[src/rtl/i2c_xfer_engine.sv]
module i2c_xfer_engine #(
  parameter int DIVW = 16,
  parameter int CNTW = 4
) (
  input  logic            clk,
  input  logic            rst_n,
  input  logic            start,
  input  logic            rd_mode,
  input  logic            comb_mode,
  input  logic [9:0]      dev_addr,
  input  logic [CNTW-1:0] rd_count,
  input  logic [DIVW-1:0] div,
  input  logic            tx_avail,
  input  logic [7:0]      tx_data,
  output logic            tx_pop,
  output logic            rx_push,
  output logic [7:0]      rx_data,
  output logic            busy,
  output logic            done,
  output logic            nak_addr,
  output logic            nak_data,
  input  logic            sda_in,
  output logic            scl_lo,
  output logic            sda_lo
);
  typedef enum logic [1:0] {ST_IDLE, ST_START, ST_BIT, ST_STOP} st_t;
  typedef enum logic [1:0] {K_HDR, K_ADR2, K_TX, K_RX} kind_t;

  st_t             st;
  kind_t           bk;
  logic [DIVW-1:0] cnt;
  logic [3:0]      bitn;
  logic [7:0]      sh;
  logic            ackb, dir, ten, rd_q, comb_q;
  logic [9:0]      addr_q;
  logic [CNTW-1:0] left;
  logic [1:0]      res;

  logic [DIVW:0] per, half, q1, q3, cntx;
  assign per  = {1'b0, div} + 1'b1;
  assign half = per >> 1;
  assign q1   = half >> 1;
  assign q3   = half + ((per - half) >> 1);
  assign cntx = {1'b0, cnt};

  wire at0   = (cnt == '0);
  wire atq1  = (cntx == q1);
  wire ath   = (cntx == half);
  wire atq3  = (cntx == q3);
  wire atend = (cnt == div);

  wire need_rd  = rd_q | comb_q;
  wire more_tx  = (!rd_q || comb_q) && tx_avail;
  wire [7:0] hdr = ten ? {5'b11110, addr_q[9:8], dir} : {addr_q[6:0], dir};
  wire byte_end = (st == ST_BIT) && atend && (bitn == 4'd8);
  wire wr_point = (bk == K_TX) || (bk == K_ADR2) || (bk == K_HDR && !dir && !ten);

  assign tx_pop  = byte_end && !ackb && wr_point && more_tx;
  assign rx_push = byte_end && (bk == K_RX);
  assign rx_data = sh;
  assign busy    = (st != ST_IDLE);

  always_ff @(posedge clk or negedge rst_n) begin
    if (!rst_n) begin
      st <= ST_IDLE; bk <= K_HDR; cnt <= '0; bitn <= '0; sh <= '0;
      ackb <= 1'b0; dir <= 1'b0; ten <= 1'b0; rd_q <= 1'b0; comb_q <= 1'b0;
      addr_q <= '0; left <= '0; res <= '0;
      done <= 1'b0; nak_addr <= 1'b0; nak_data <= 1'b0;
      scl_lo <= 1'b0; sda_lo <= 1'b0;
    end else begin
      done <= 1'b0; nak_addr <= 1'b0; nak_data <= 1'b0;
      if (st == ST_IDLE) begin
        if (start) begin
          st     <= ST_START;
          cnt    <= '0;
          res    <= 2'd0;
          addr_q <= dev_addr;
          rd_q   <= rd_mode;
          comb_q <= comb_mode;
          left   <= rd_count;
          ten    <= |dev_addr[9:7];
          dir    <= rd_mode && !comb_mode && !(|dev_addr[9:7]);
        end
      end else begin
        cnt <= atend ? '0 : cnt + 1'b1;
        if (at0) scl_lo <= 1'b1;
        if (ath) scl_lo <= 1'b0;
        if (atq1) begin
          case (st)
            ST_START: sda_lo <= 1'b0;
            ST_STOP:  sda_lo <= 1'b1;
            default:  sda_lo <= (bitn != 4'd8) ? (bk != K_RX && !sh[7])
                                               : (bk == K_RX && left != '0);
          endcase
        end
        if (atq3) begin
          case (st)
            ST_START: sda_lo <= 1'b1;
            ST_STOP:  sda_lo <= 1'b0;
            default: begin
              if (bitn == 4'd8) ackb <= sda_in;
              else if (bk == K_RX) sh <= {sh[6:0], sda_in};
            end
          endcase
        end
        if (atend) begin
          case (st)
            ST_START: begin st <= ST_BIT; bk <= K_HDR; sh <= hdr; bitn <= '0; end
            ST_STOP: begin
              st <= ST_IDLE;
              done     <= (res == 2'd0);
              nak_addr <= (res == 2'd1);
              nak_data <= (res == 2'd2);
            end
            default: begin
              if (bitn != 4'd8) begin
                bitn <= bitn + 1'b1;
                if (bk != K_RX) sh <= sh << 1;
              end else begin
                bitn <= '0;
                if (bk == K_RX) begin
                  if (left == '0) st <= ST_STOP;
                  else left <= left - 1'b1;
                end else if (ackb) begin
                  st  <= ST_STOP;
                  res <= (bk == K_TX) ? 2'd2 : 2'd1;
                end else if (bk == K_HDR && dir) begin
                  bk <= K_RX;
                end else if (bk == K_HDR && ten) begin
                  bk <= K_ADR2; sh <= addr_q[7:0];
                end else if (more_tx) begin
                  bk <= K_TX; sh <= tx_data;
                end else if (need_rd) begin
                  st <= ST_START; dir <= 1'b1;
                end else begin
                  st <= ST_STOP;
                end
              end
            end
          endcase
        end
      end
    end
  end
endmodule

[config.mk]
export PLATFORM = sky130hd
export DESIGN_NAME = i2c_xfer_engine
export DESIGN_NICKNAME = d
export VERILOG_FILES = /design/src/rtl/i2c_xfer_engine.sv
export SDC_FILE = /design/constraint.sdc
export NUM_CORES = 1
export LEC_CHECK = 0
export BUFFER_PORTS_ARGS = -buffer_cell sky130_fd_sc_hd__buf_2
export CAP_MARGIN = 5
export CORE_MARGIN = 2
export CORE_UTILIZATION = 55
export CTS_CLUSTER_DIAMETER = 200
export DETAILED_ROUTE_END_ITERATION = 7
export PLACE_DENSITY = 0.78
export SLEW_MARGIN = 5
export SYNTH_ARGS = -nofsm -noshare
export SYNTH_HDL_FRONTEND = slang
export SYNTH_SLANG_ARGS = --single-unit
[constraint.sdc]
create_clock -name clk -period 3.2 [get_ports clk]
set_clock_uncertainty 0.2 [all_clocks]
set_input_delay 0.32 -clock clk [delete_from_list [all_inputs] [get_ports clk]]
set_output_delay 0.32 -clock clk [all_outputs]
set_load 0.1 [all_outputs]
# [Word level (Yosys, flattened, before mapping)]
# Cells that the tools add are included.
[word_totals] inputBits=45 out_inout_bits=16 regBits=58
[op_classes] n_bitwise=4 eq_ne=32 mux=80 n_reduce_logical=49 add_sub_neg=6
[op_table] operator="2-to-1 mux 8 bit" count=13
[op_table] operator="2-to-1 mux 2 bit" count=25
[op_table] operator="2-to-1 mux 16 bit" count=3
[op_table] operator="equality test 16 bit" count=2
[op_table] operator="2-to-1 mux 4 bit" count=8
[op_table] operator="2-to-1 mux 1 bit" count=25
[op_table] operator="adder 16 x 1 -> 17 bit, second input constant" count=1
[op_table] operator="adder 16 x 16 -> 17 bit" count=1
[op_table] operator="equality test 16 x 17 -> 1 bit" count=1
[op_table] operator="subtractor 17 x 16 -> 17 bit" count=1
[op_table] operator="adder 16 x 1 -> 16 bit, second input constant" count=1
[op_table] operator="equality test 16 x 15 -> 1 bit" count=1
[op_table] operator="logical NOT 16 bit" count=1
[op_table] operator="case mux 8 bit (2 select lines)" count=1
[op_table] operator="logical AND 1 bit" count=15
[op_table] operator="inequality test 2 x 1 -> 1 bit, second input constant" count=7
[op_table] operator="AND reduction 7 bit" count=2
[op_table] operator="inequality test 2 bit, second input constant" count=6
[op_table] operator="inequality test 6 x 4 -> 1 bit, second input constant" count=2
[op_table] operator="AND reduction 6 bit" count=2
[op_table] operator="nonzero test 2 bit" count=6
[op_table] operator="equality test 2 bit, second input constant" count=5
[op_table] operator="AND reduction 10 bit" count=1
[op_table] operator="case mux 2 bit (2 select lines)" count=2
[op_table] operator="22 further kinds" count=39

# [Depth between registers and ports, before layout]
# Gate-level depths: netlist of run 1.
[depth] ltp_word=13 depth_mapped=27

# [Worst setup path before layout of run 1]
# Ideal clock, no wire load.
[synth_path] path_type="input to register" startpoint="input port div[0]" endpoint="register sh[1], in the netlist rx_data[1]" t_arrival_ps=5868 cell_stages=26 path_slack_ps=-2949 cell_sequence="ha_1 -> xnor2_1 -> inv_1 -> fa_1 -> nor2b_1 -> nor3_1 -> o21ai_0 -> a31oi_2 -> or3_1 -> a21oi_1 -> a21oi_1 -> o221ai_1 -> o31ai_1 -> xnor2_1 -> ha_1 -> o21a_1 -> o211a_1 -> nor2_1 -> a2111oi_0 -> nand4_1 -> nor4_1 -> nand4_1 -> or4_1 -> buf_2 -> o311a_1 -> nor3_2"
[synth_between] elab_chain_len=13 word_cells_on_any_way=15 classes_between="add/sub (3); eq/ne (2); mux (10)"
[synth_lines] item="start, declared" line_no="12" source="input logic [DIVW-1:0] div,"
[synth_lines] item="adder 16 x 1 -> 17 bit" line_no="40" source="assign per = {1'b0, div} + 1'b1;"
[synth_lines] item="subtractor 17 x 16 -> 17 bit" line_no="43" source="assign q3 = half + ((per - half) >> 1);"
[synth_lines] item="adder 16 x 16 -> 17 bit" line_no="43"
[synth_lines] item="equality test 16 x 17 -> 1 bit" line_no="49" source="wire atq3 = (cntx == q3);"
[synth_lines] item="2-to-1 mux 8 bit" line_no="96" source="if (atq3) begin"
[synth_lines] item="2-to-1 mux 8 bit" line_no="131" source="end else if (more_tx) begin"
[synth_lines] item="2-to-1 mux 8 bit" line_no="129" source="end else if (bk == K_HDR && ten) begin"
[synth_lines] item="2-to-1 mux 8 bit" line_no="127" source="end else if (bk == K_HDR && dir) begin"
[synth_lines] item="2-to-1 mux 8 bit" line_no="124" source="end else if (ackb) begin"
[synth_lines] item="2-to-1 mux 8 bit" line_no="121" source="if (bk == K_RX) begin"
[synth_lines] item="2-to-1 mux 8 bit" line_no="116" source="if (bitn != 4'd8) begin"
[synth_lines] item="case mux 8 bit (2 select lines)" line_no="107" source="case (st)"
[synth_lines] item="2-to-1 mux 8 bit (*)" line_no="106" source="if (atend) begin"
[synth_lines] item="end signal, assigned" line_no="102" source="else if (bk == K_RX) sh <= {sh[6:0], sda_in};"
[synth_lines] item="end signal, assigned" line_no="118" source="if (bk != K_RX) sh <= sh << 1;"
[synth_lines] item="end, declared" line_no="33" source="logic [7:0] sh;"
# Mark *: on every way between the ends. The rest lies on a longest branch, timed or not.
# A chain may end at the register's enable or synchronous reset.

# [Final worst setup path of run 1]
[layout_path] startpoint="input port div[1]" endpoint="register sh[4], in the netlist rx_data[4]"
# Same word-level chain as after synthesis.

==> flow_summary.json, run 1 <==
{
  "maxSlewHeadroom": 0.313,
  "synthDominantCellAreaShare": 0.231,
  "finalCriticalPeriod_ns": 5.65,
  "postSynth.topFlopCell": "sky130_fd_sc_hd__dfrtp_1",
  "seq_area_frac_synth": 0.231,
  "die_width_um": 111,
  "asyncSetResetFlopFracSynth": 1.00,
  "die-area_um2": 12300,
  "grt_pass1_vias": 6897,
  "synth-edff-count": 0,
  "setup_slack_ns": -2.45,
  "layout.cells.non_filler": 1136,
  "postSynthAreaPerCell_um2": 7.99,
  "leakage_uw": 0.00385,
  "synth.area.top_cells": "sky130_fd_sc_hd__dfrtp_1 23%, sky130_fd_sc_hd__xnor2_1 9.6%, sky130_fd_sc_hd__ha_1 8.0%",
  "setup.worst_path.start_class": "input pin",
  "report.final.setup_viol": 10,
  "port-buffer-count": 60,
  "cp-startpoint": "div[1]",
  "tritoncts": "done",
  "global_route_wire_length_before_repair_um": 34300,
  "htreeDepth": 3,
  "hold_path_startpoint": "dev_addr[6]",
  "post_synth_inst_count": 785,
  "grt_usage": 0.341,
  "yosys_register_bits": 58,
  "yosys-top-cells-count": "76 x sky130_fd_sc_hd__o21ai_0, 74 x sky130_fd_sc_hd__nand2_1, 69 x sky130_fd_sc_hd__xnor2_1",
  "synth_area_leader_cell": "sky130_fd_sc_hd__dfrtp_1",
  "floorplan.core_area_um2": 11000,
  "antenna_found_initial": 0,
  "syn-cell-area_um2": 6270,
  "power_density_nw_per_um2": 552,
  "placed_cell_area_um2": 8030,
  "violations": "negative setup slack",
  "regToRegEndpoint": "rx_data[4]$_DFFE_PN0N_",
  "synth-warning-count": 0,
  "timing.max_cap.violations": 0,
  "critPathCapture": "rx_data[4]$_DFFE_PN0N_",
  "gp_congestion": 1.07,
  "clk_latency_ns": 0.34,
  "yosysMostFrequentCell": "sky130_fd_sc_hd__o21ai_0",
  "cts_sinks": 58,
  "hpwlAfterDp_um": 16100,
  "final_layout_size_suffix_gt1_frac": 0.351,
  "final_nets": 1078,
  "tightestPinTransition_ns": 1.03,
  "max_freq_mhz": 177,
  "drc": 0,
  "required_ns": 3.21,
  "synth.net_count": 872,
  "syn_to_final_growth_pct": 39.1,
  "hold_viol": 0,
  "post_drt_wl_per_cell_um": 19.3,
  "grt_max_degree": 46,
  "worstPathMaxFanout": 6,
  "final_min_period_over_clock_period": 1.77,
  "dr.pass1.iters": 7,
  "num_antenna_cells": 0,
  "drt-vias-per-instance": 6.25,
  "drt-total-wl_um": 21900,
  "timing.critical_path.arrival_ns": 5.67,
  "final-max-slew-violation-count": 0,
  "floorplan.initialDensity": 0.571,
  "routed-via-count": 7099,
  "crit_path_max_incr_delay_ns": 0.43,
  "die_y_um": 111,
  "cp-end-kind": "register",
  "core.rowCount": 38,
  "root_buffer_cell": "sky130_fd_sc_hd__clkbuf_16",
  "rsz0062_at_grt": "yes",
  "ant_nets": 0,
  "critical_path_class": "in2reg",
  "power.ir.vdd_worst_v": 0.000486,
  "rr_startpoint": "cnt[12]$_DFFE_PN0N_",
  "clock_path_buffers": 2,
  "ff2ff_path_depth": 13,
  "io-pin-count": 61,
  "result_of_the_run": "finished with violations",
  "grt_overflow": 0,
  "synth_cell_types": 81,
  "clk_pin_slew_ns": 0.05,
  "stdcell_area_um2": 8720,
  "clock_buffers_created_by_tritoncts": 9,
  "cp_slowest_cell": "sky130_fd_sc_hd__fa_2",
  "dr.first_iter.drc_count": 919,
  "placed_cells_incl_taps": 1102,
  "hold_path_class": "in2reg",
  "regToRegSetupSlack_ns": -0.22
}
## where the power goes
part,switching (uW),internal (uW),total [uW]
Combinational,1610,1180,2790
Sequential,178,887,1070
Clock,345,620,965
## cell families (layout without fill, tap and decap cells)
| family | after synthesis | in the layout | synth area share |
|---|---|---|---|
| simple gates | 268 | 268 | 0.219 |
| compound gates | 216 | 216 | 0.225 |
| xor+xnor | 101 | 101 | 0.144 |
| buf+inv | 79 | 290 | 0.0574 |
| flops | 58 | 58 | 0.231 |
| fa+ha+maj | 42 | 42 | 0.0862 |
| mux | 21 | 21 | 0.0369 |
## sequential cells by signal, summed over array words and instances (netlist names), 2 cells and up
name	cells
res	2
cnt	16
st	2
bk	2
rx_data	8
left	4
addr_q	10
bitn	4
## layout make-up
cell class	count	area (um^2)
Clock buffer	11	243
Timing Repair Buffer	238	1750
Fill cell	689	2260
Multi-Input combinational cell	648	4910
Clock inverter	5	53.8
Sequential cell	58	1450
Tap cell	140	175
Inverter	36	135
## placed cells by master, fill, tap and decap left out, types with 12 or more instances in the layout
cell type and n:
sky130_fd_sc_hd__nand2_1 74, sky130_fd_sc_hd__ha_1 33, sky130_fd_sc_hd__nor2_1 50, sky130_fd_sc_hd__mux2_2 15
sky130_fd_sc_hd__o21ai_0 69, sky130_fd_sc_hd__nand4_1 12, sky130_fd_sc_hd__xnor2_1 66, sky130_fd_sc_hd__dfrtp_1 58
sky130_fd_sc_hd__buf_4 168, sky130_fd_sc_hd__nor3_1 21, sky130_fd_sc_hd__a21oi_1 26, sky130_fd_sc_hd__buf_2 55
sky130_fd_sc_hd__nand3_1 30, sky130_fd_sc_hd__inv_1 32, sky130_fd_sc_hd__xor2_1 26
## worst min path at each step
| stage | endpoint | slack (ns) | cells past startpoint |
|---|---|---|---|
| after floorplan | ackb$_DFFE_PN0P_ | -0.18 | 0 |
| after global placement | nak_addr$_DFF_PN0_ | 0.28 | 1 |
| after detailed placement | done$_DFF_PN0_ | 0.29 | 1 |
| after CTS | addr_q[6]$_DFFE_PN0P_ | 0.01 | 2 |
| after global routing | addr_q[0]$_DFFE_PN0P_ | 0.02 | 2 |
| final | addr_q[6]$_DFFE_PN0P_ | 0.02 | 2 |
## per-layer routing
layer / wire [um] / vias up / track usage
met1: 9190 / 3386 / 0.479
met3: 1900 / 71 / 0.0448
met5: 0 / - / 0
met2: 10100 / 385 / 0.548
met4: 675 / 0 / 0.105
li1: - / 3257 / -
## through the flow
| step | hold WS (ns) | utilization | power, uW | setup WS (ns) | setup TNS, ns |
|---|---|---|---|---|---|
| after floorplan | -0.176 | - | 2760 | -2.30 | -21.51 |
| after global placement | 0.281 | 0.731 | 3540 | -2.66 | -25.58 |
| after detailed placement | 0.290 | 0.731 | 3630 | -3.02 | -29.15 |
| after CTS | 0.0131 | 0.779 | 4680 | -2.22 | -21.30 |
| after global routing | 0.0239 | 0.794 | 5090 | -2.63 | -25.41 |
| final | 0.0167 | 0.794 | 4820 | -2.45 | -23.51 |
## timing repair
item,in CTS,in global routing
buffers inserted,10,7
hold endpoints to repair,44,0
setup endpoints to repair,10,10
pin swaps,14,19
hold buffers,1,0
resized for setup,38,25
## worst max-delay path, delay by kind of cell
| kind | cells | cell delay [ns] |
|---|---|---|
| buf+inv | 5 | 0.67 |
| xor+xnor | 2 | 0.28 |
| compound gates | 12 | 1.83 |
| simple gates | 7 | 1.55 |
| fa+ha+maj | 3 | 0.98 |
(Power assumes the default switching activity.)
==> run 2: changes to the inputs <==
==> constraint.sdc (replaced) <==
create_clock -name clk -period 3.2 [get_ports clk]
set_clock_uncertainty 0.2 [all_clocks]
set_input_delay 0.48 -clock clk [delete_from_list [all_inputs] [get_ports clk]]
set_output_delay 0.48 -clock clk [all_outputs]
set_load 0.1 [all_outputs]
==> flow_summary.json, run 2 (synthesis gave the netlist of run 1 again) <==
{
  "required_ns": 3.25,
  "result_of_the_run": "finished with violations",
  "io-pin-count": 61,
  "grt_usage": 0.359,
  "final.fill_count": 687,
  "grt_pass1_vias": 7285,
  "timing.critical_path.arrival_ns": 5.77,
  "global_route_wire_length_before_repair_um": 36100,
  "tritoncts": "done",
  "grt_max_degree": 59,
  "final_layout_size_suffix_gt1_frac": 0.352,
  "clk_latency_ns": 0.33,
  "hold_viol": 0,
  "violations": "negative setup slack",
  "hpwlAfterDp_um": 16600,
  "multi_input_comb_area_um2": 4920,
  "setup_slack_ns": -2.51,
  "power_density_nw_per_um2": 573,
  "final_cell_mix": "176 x sky130_fd_sc_hd__buf_4, 73 x sky130_fd_sc_hd__nand2_1, 66 x sky130_fd_sc_hd__xnor2_1, 65 x sky130_fd_sc_hd__o21ai_0, 58 x sky130_fd_sc_hd__dfrtp_1",
  "area.sequential_um2": 1450,
  "grt_overflow": 0,
  "placed_cells_incl_taps": 1106,
  "max_freq_mhz": 175,
  "rr_startpoint": "cnt[2]$_DFFE_PN0N_",
  "antenna_found_initial": 0,
  "drt-total-wl_um": 22800,
  "leakage_uw": 0.00387,
  "dr.pass1.iters": 6,
  "drt-vias-per-instance": 6.38,
  "regToRegSetupSlack_ns": -0.04,
  "final_nets": 1082,
  "maxSlewHeadroom": 0.360,
  "critical_path_class": "in2reg",
  "floorplan.initialDensity": 0.571,
  "cp_slowest_cell": "sky130_fd_sc_hd__fa_2",
  "worstPathMaxFanout": 4,
  "largest_reg_flops": 16,
  "final-max-slew-violation-count": 0,
  "routed-via-count": 7272,
  "total_power_uw": 5040,
  "post_cts_hold_buffer_count": 0,
  "preCtsSetupSlack_ns": -3.12,
  "ff2ff_path_depth": 12,
  "finalCriticalPeriod_ns": 5.71,
  "worst_path_buf_inv": 5,
  "regToRegEndpoint": "rx_data[7]$_DFFE_PN0N_",
  "clock_path_buffers": 2,
  "cts_sinks": 58,
  "die_width_um": 111,
  "cp-end-kind": "register",
  "gp_congestion": 0.933,
  "critical-path-top-delay-family": "compound AO/OA/AOI/OAI gates",
  "tightestPinTransition_ns": 0.956,
  "final_min_period_over_clock_period": 1.79,
  "hold_path_class": "in2async",
  "timing.max_cap.violations": 0,
  "htreeDepth": 3,
  "setup.worst_path.start_class": "input pin",
  "clock_buffers_created_by_tritoncts": 9,
  "port-buffer-count": 60,
  "floorplan.core_area_um2": 11000,
  "dr.first_iter.drc_count": 902,
  "ant_nets": 0,
  "layout.cells.non_filler": 1140,
  "clk_pin_slew_ns": 0.06,
  "largest_register": "cnt",
  "root_buffer_cell": "sky130_fd_sc_hd__clkbuf_16",
  "die-area_um2": 12300,
  "syn_to_final_growth_pct": 40.1,
  "post_drt_wl_per_cell_um": 20.0,
  "mostFrequentLayoutCell": "sky130_fd_sc_hd__buf_4",
  "num_antenna_cells": 0,
  "report.final.setup_viol": 10,
  "crit_path_max_incr_delay_ns": 0.42,
  "rsz0062_at_grt": "yes",
  "drc": 0,
  "power.ir.vdd_worst_v": 0.000489,
  "core.rowCount": 38,
  "die_y_um": 111
}
run 2: power by group:
part,leakage (uW),internal [uW],switching [uW],total (uW)
clock,0.000167,784,352,1140
sequential,0.000738,887,172,1060
combinational,0.00297,1210,1630,2840
total,0.00387,2880,2160,5040
run 2: cell type report:
| cell class | count | share of cell area |
|---|---|---|
| clock inverter | 4 | 0.0113 |
| clock buffer | 12 | 0.0281 |
| timing repair buffer | 242 | 0.200 |
| multi-input combinational | 648 | 0.560 |
| inverter | 36 | 0.0154 |
| tap | 140 | 0.0199 |
| sequential | 58 | 0.165 |
run 2: worst reg2reg max path, cell delays in order (launching register included):
cell and delay, ns:
sky130_fd_sc_hd__dfrtp_1 0.45, sky130_fd_sc_hd__xor2_1 0.20, sky130_fd_sc_hd__xnor2_1 0.24, sky130_fd_sc_hd__nand3_1 0.13, sky130_fd_sc_hd__a2111oi_2 0.33, sky130_fd_sc_hd__nand4_1 0.18, sky130_fd_sc_hd__nor4_4 0.22, sky130_fd_sc_hd__nand4_1 0.16
sky130_fd_sc_hd__buf_4 0.18, sky130_fd_sc_hd__buf_4 0.15, sky130_fd_sc_hd__a2111oi_0 0.41, sky130_fd_sc_hd__a311oi_1 0.13, sky130_fd_sc_hd__nor3_2 0.17
run 2: worst max-delay path by stage:
stage,from,to,cells past startpoint
floorplan,div[1],rx_data[1]$_DFFE_PN0N_,27
global placement,div[1],rx_data[1]$_DFFE_PN0N_,26
detailed placement,div[1],rx_data[5]$_DFFE_PN0N_,26
CTS,div[0],rx_data[7]$_DFFE_PN0N_,28
global route,div[0],rx_data[7]$_DFFE_PN0N_,28
finish,div[0],rx_data[7]$_DFFE_PN0N_,28
run 2: what timing repair did:
item,4_1_cts,5_1_grt
gates resized for setup,40,24
cloned,0,0
buffers inserted,10,8
endpoints found under the setup margin,10,10
pin swaps,15,15
run 2: metal layers:
layer | global-route usage | vias up | routed length [um]
li1 | - | 3268 | -
met3 | 0.101 | 123 | 2450
met1 | 0.461 | 3437 | 8890
met5 | 0 | - | 0
met2 | 0.583 | 444 | 10400
met4 | 0.123 | 0 | 984
run 2: metrics by stage:
| step | hold WS [ns] | TNS [ns] | util | instance area, um^2 |
|---|---|---|---|---|
| floorplan | -0.0156 | -23.08 | - | 6520 |
| global placement | 0.287 | -27.61 | 0.733 | 8050 |
| detailed placement | 0.299 | -30.21 | 0.733 | 8050 |
| CTS | 0.134 | -22.90 | 0.783 | 8600 |
| global route | 0.168 | -26.75 | 0.800 | 8790 |
| finish | 0.105 | -24.27 | 0.800 | 8790 |
